### config.mk
export PLATFORM = sky130hd
export DESIGN_NAME = period_extender
export DESIGN_NICKNAME = d
export VERILOG_FILES = /design/src/rtl/pe_pkg.sv /design/src/rtl/pe_bcd_digit.sv /design/src/rtl/pe_decade_chain.sv /design/src/rtl/period_extender.sv
export SDC_FILE = /design/constraint.sdc
export NUM_CORES = 1
export LEC_CHECK = 0
export BUFFER_PORTS_ARGS = -buffer_cell sky130_fd_sc_hd__buf_2
export CAP_MARGIN = 40
export CORE_MARGIN = 2
export CORE_UTILIZATION = 52
export CTS_CLUSTER_DIAMETER = 120
export DETAILED_ROUTE_END_ITERATION = 10
export MAX_ROUTING_LAYER = met4
export PLACE_DENSITY_LB_ADDON = 0.15
export SLEW_MARGIN = 0
export SYNTH_ARGS = -nofsm -noshare
export SYNTH_HDL_FRONTEND = slang
export SYNTH_HIERARCHICAL = 1
export SYNTH_SLANG_ARGS = --single-unit
### constraint.sdc
create_clock -name clk -period 2 [get_ports clk]
set_input_delay 0.4 -clock clk [delete_from_list [all_inputs] [get_ports clk]]
set_output_delay 0.4 -clock clk [all_outputs]
set_load 0.01 [all_outputs]
### src/rtl/pe_pkg.sv
package pe_pkg;
  localparam int NUM_DEC = 6;
  localparam int CODE_W  = 3;
  localparam int DIG_W   = 4;
  localparam int DIG_MAX = 9;

  typedef enum logic {
    OP_ASTABLE    = 1'b0,
    OP_MONOSTABLE = 1'b1
  } op_mode_t;

  function automatic logic code_bypass(input logic [CODE_W-1:0] code);
    return (code == '0) || (code == '1);
  endfunction
endpackage

### src/rtl/pe_bcd_digit.sv
module pe_bcd_digit #(
  parameter int DW   = 4,
  parameter int MAXV = 9
) (
  input  logic          clk,
  input  logic          rst_n,
  input  logic          clr,
  input  logic          inc,
  output logic [DW-1:0] val,
  output logic          at_max
);
  assign at_max = (val == DW'(MAXV));

  always_ff @(posedge clk or negedge rst_n) begin
    if (!rst_n)   val <= '0;
    else if (clr) val <= '0;
    else if (inc) val <= at_max ? '0 : val + 1'b1;
  end

  AST_DIGIT_RANGE: assert property (@(posedge clk) disable iff (!rst_n)
    val <= DW'(MAXV));
  AST_CLR_ZERO: assert property (@(posedge clk) disable iff (!rst_n)
    clr |=> (val == '0));
endmodule

### src/rtl/pe_decade_chain.sv
module pe_decade_chain #(
  parameter int NUM_DEC = 6,
  parameter int SEL_W   = 3,
  parameter int DIG_W   = 4,
  parameter int DIG_MAX = 9
) (
  input  logic             clk,
  input  logic             rst_n,
  input  logic             clr_all,
  input  logic             step,
  input  logic [SEL_W-1:0] sel,
  output logic             last,
  output logic             all_zero
);
  logic [NUM_DEC-1:0] nine;
  logic [NUM_DEC-1:0] zero;
  logic [NUM_DEC:0]   carry;

  assign carry[0] = step;

  generate
    for (genvar i = 0; i < NUM_DEC; i++) begin : g_dec
      logic [DIG_W-1:0] v;
      logic             above;
      logic             clr_i;
      assign above    = (SEL_W'(i) >= sel);
      assign clr_i    = clr_all | (step & last) | above;
      assign carry[i+1] = carry[i] & nine[i];
      assign zero[i]  = (v == '0);

      pe_bcd_digit #(.DW(DIG_W), .MAXV(DIG_MAX)) u_dig (
        .clk   (clk),
        .rst_n (rst_n),
        .clr   (clr_i),
        .inc   (carry[i]),
        .val   (v),
        .at_max(nine[i])
      );
    end
  endgenerate

  always_comb begin
    last = 1'b1;
    for (int i = 0; i < NUM_DEC; i++) begin
      if (i < int'(sel)) last = last & nine[i];
    end
  end

  assign all_zero = &zero;
endmodule

### src/rtl/period_extender.sv
module period_extender
  import pe_pkg::*;
(
  input  logic       clk,
  input  logic       rst_n,
  input  logic       trig_n,
  input  logic       core_q,
  input  logic [7:0] cfg,
  output logic       out_q,
  output logic       dis_en,
  output logic [7:0] cfg_echo
);
  logic [CODE_W-1:0] code;
  op_mode_t          mode;
  logic              byp;
  logic              core_d, trig_d;
  logic              core_rise, trig_fall;
  logic              run;
  logic              step, last, cnt_zero, cnt_clr;

  assign code = cfg[CODE_W-1:0];
  assign mode = op_mode_t'(cfg[3]);
  assign byp  = code_bypass(code);

  always_ff @(posedge clk or negedge rst_n) begin
    if (!rst_n) begin
      core_d <= 1'b0;
      trig_d <= 1'b1;
    end else begin
      core_d <= core_q;
      trig_d <= trig_n;
    end
  end

  assign core_rise = core_q & ~core_d;
  assign trig_fall = trig_d & ~trig_n;

  assign step    = core_rise & ~byp & ((mode == OP_ASTABLE) | run);
  assign cnt_clr = byp | ((mode == OP_MONOSTABLE) & ~run);

  pe_decade_chain #(
    .NUM_DEC(NUM_DEC), .SEL_W(CODE_W), .DIG_W(DIG_W), .DIG_MAX(DIG_MAX)
  ) u_chain (
    .clk     (clk),
    .rst_n   (rst_n),
    .clr_all (cnt_clr),
    .step    (step),
    .sel     (code),
    .last    (last),
    .all_zero(cnt_zero)
  );

  always_ff @(posedge clk or negedge rst_n) begin
    if (!rst_n)                    run <= 1'b0;
    else if (byp)                  run <= 1'b0;
    else if (mode == OP_ASTABLE) begin
      if (step && last)            run <= ~run;
    end else if (!run) begin
      if (trig_fall)               run <= 1'b1;
    end else if (step && last)     run <= 1'b0;
  end

  assign out_q    = rst_n & (byp ? core_q : run);
  assign dis_en   = out_q;
  assign cfg_echo = {1'b1, cfg[6:0]};

  AST_BYPASS_IDLE: assert property (@(posedge clk) disable iff (!rst_n)
    byp |=> cnt_zero);
  AST_MONO_END: assert property (@(posedge clk) disable iff (!rst_n)
    (!byp && mode == OP_MONOSTABLE && run && step && last) |=> !run);
  AST_MONO_HOLD: assert property (@(posedge clk) disable iff (!rst_n)
    (!byp && mode == OP_MONOSTABLE && run && !(step && last)) |=> run);
  AST_ASTABLE_STEADY: assert property (@(posedge clk) disable iff (!rst_n)
    (!byp && mode == OP_ASTABLE && !(step && last)) |=> $stable(run));
endmodule

==> results_dict.tcl <==
set metrics [dict create \
    outcome "finished, final reports clean" \
    powerDensity_mw_per_mm2 435 \
    die_area_sq_mm 0.00397 \
    drt-met1-wl_um 1710 \
    syn-num-nets 223 \
    cts_buffers 3 \
    final_common_cell "dfrtp_1" \
    highest-signal-layer "met4" \
    crit_type "reg -> reg" \
    grt_pass1_wl_um 6670 \
    nets 254 \
    drtIter0Drc 74 \
    clockRootBuffer "clkbuf_4" \
    routed_wl_um 3910 \
    min_path_type "in -> async" \
    drv_slew 0 \
    crit_path_max_fanout 5 \
    avgViaCountPerCell 5.57 \
    netlist_instances 199 \
    grt_pass1_vias 1527 \
    gp_congestion 0.811 \
    avgRoutedWirePerCell_um 14.2 \
    hpwl_um 2810 \
    clock-sinks 27 \
    die_height_um 63.0 \
    vias 1533 \
    portBuffers 13 \
    clockBufferDepth 2 \
    p_leak_nw 0.934 \
    drive_gt1_share_pct 29.3 \
    r2r-end "u_chain/g_dec[5].u_dig/val[2]" \
    grtUsageTotal_pct 21.5 \
    initial_core_util_pct 54.3 \
    final_cell_mix "dfrtp_1, buf_4, a21oi_1, nand3b_1, nand2_1" \
    routed-wl-met3_um 71 \
    period_minus_slack_ns 1.93 \
    maxCapViolCount 0 \
    endpoint_kind "register" \
    rsz0062_at_grt "yes" \
    synth_area_per_cell_sq_um 9.11 \
    pre_cts_slack_ns -0.00695 \
    crit_arrival_ns 2.17 \
    grt_max_degree 23 \
    cts_tree "done" \
    ant_nets 0 \
    vdd_drop_max_mv 0.227 \
    dr_wl_met2_um 2110 \
    design_area_sq_mm 0.00211 \
    final.setup.worst_slack_ns 0.0739 \
    clkTransAtPathRegs_ns 0.15 \
    r2r_start "u_chain/g_dec[0].u_dig/val[1]" \
    io_pins 22 \
    reg2reg_slack_ns 0.07 \
    drt_pass1_iterations 4 \
    syn2layout_area_growth_pct 16.6 \
    finalHoldViolCount 0 \
    ys_warn_count 6 \
    die_w_um 63.0 \
    min_period_over_period_pct 96.3 \
    synth_area_sq_mm 0.00181 \
    insertion_delay_ns 0.32 \
    core_sq_mm 0.00334 \
    fmax_ghz 0.519 \
    ff2ff_path_depth 10 \
    setup_violations 0 \
    critPathRequiredTime_ns 2.24 \
    grt.overflow.total 0 \
    std_cell_rows 21 \
    antenna_found_initial 0 \
    h-tree-depth 1 \
    critPathLaunchType "register" \
    tns_ns 0 \
    skew_ns 0.00696 \
    drc_errors 0 \
    place_area_sq_mm 0.00200 \
    n_antenna_cell 0 \
]
[per-stage QoR]
stage,util [%],hold WS (ns),power (mW),instances
after CTS,61.2,0.0530,0.926,269
after global placement,60.1,0.255,0.684,264
final,63.4,0.0662,0.919,275
after floorplan,-,0.104,0.640,199
after detailed placement,60.1,0.255,0.688,264
after global routing,63.4,0.0329,0.972,275
[critical path, stage by stage, from the launching register on]
cell,delay [ns]
dfrtp_1,0.44
inv_1,0.07
ha_2,0.17
nand3b_1,0.13
inv_2,0.13
and3_4,0.20
and2_4,0.14
and3_4,0.19
nand2_1,0.07
xor2_1,0.15
nor3_1,0.17
[where the power goes]
part	internal (mW)	switching, mW
combinational	0.0489	0.0760
clock	0.0780	0.157
sequential	0.553	0.00508
total	0.680	0.239
[area by class of cell]
cell class / count / area [sq um]
well taps: 46 / 57.6
fillers: 288 / 1220
inverters: 15 / 56.3
multi-input cells: 148 / 1060
repair buffers: 35 / 233
clock buffers: 4 / 26.3
flip-flops and latches: 27 / 679
[worst max path at each step]
stage | from | to | slack [ns] | cells past startpoint
after floorplan | cfg[2] | u_chain/g_dec[5].u_dig/val[3] | 0.02 | 9
after global routing | u_chain/g_dec[0].u_dig/val[1] | u_chain/g_dec[5].u_dig/val[3] | -0.04 | 10
final | u_chain/g_dec[0].u_dig/val[1] | u_chain/g_dec[5].u_dig/val[2] | 0.07 | 10
after detailed placement | cfg[2] | u_chain/g_dec[5].u_dig/val[3] | -0.007 | 10
after global placement | cfg[0] | u_chain/g_dec[5].u_dig/val[3] | 0.03 | 10
after CTS | u_chain/g_dec[5].u_dig/val[0] | run | 0.01 | 9
[sequential cells by signal, summed over array words and instances (netlist names)]
register / cells
core_d: 1
run: 1
trig_d: 1
u_chain/g_dec.u_dig/val: 24
[repair_timing]
| item | CTS | global route |
|---|---|---|
| hold endpoints to repair | 4 | 0 |
| endpoints found under the setup margin | 0 | 25 |
| setup buffers | 0 | 6 |
| resized for setup | 0 | 16 |
| hold buffers | 1 | 0 |
[routing by layer]
layer / track usage [%] / up-vias
li1: - / 757
met1: 24.9 / 759
met2: 38.8 / 13
met3: 2.52 / 4
met4: 6.67 / 0
met5: - / -
(Power assumes the default switching activity.)
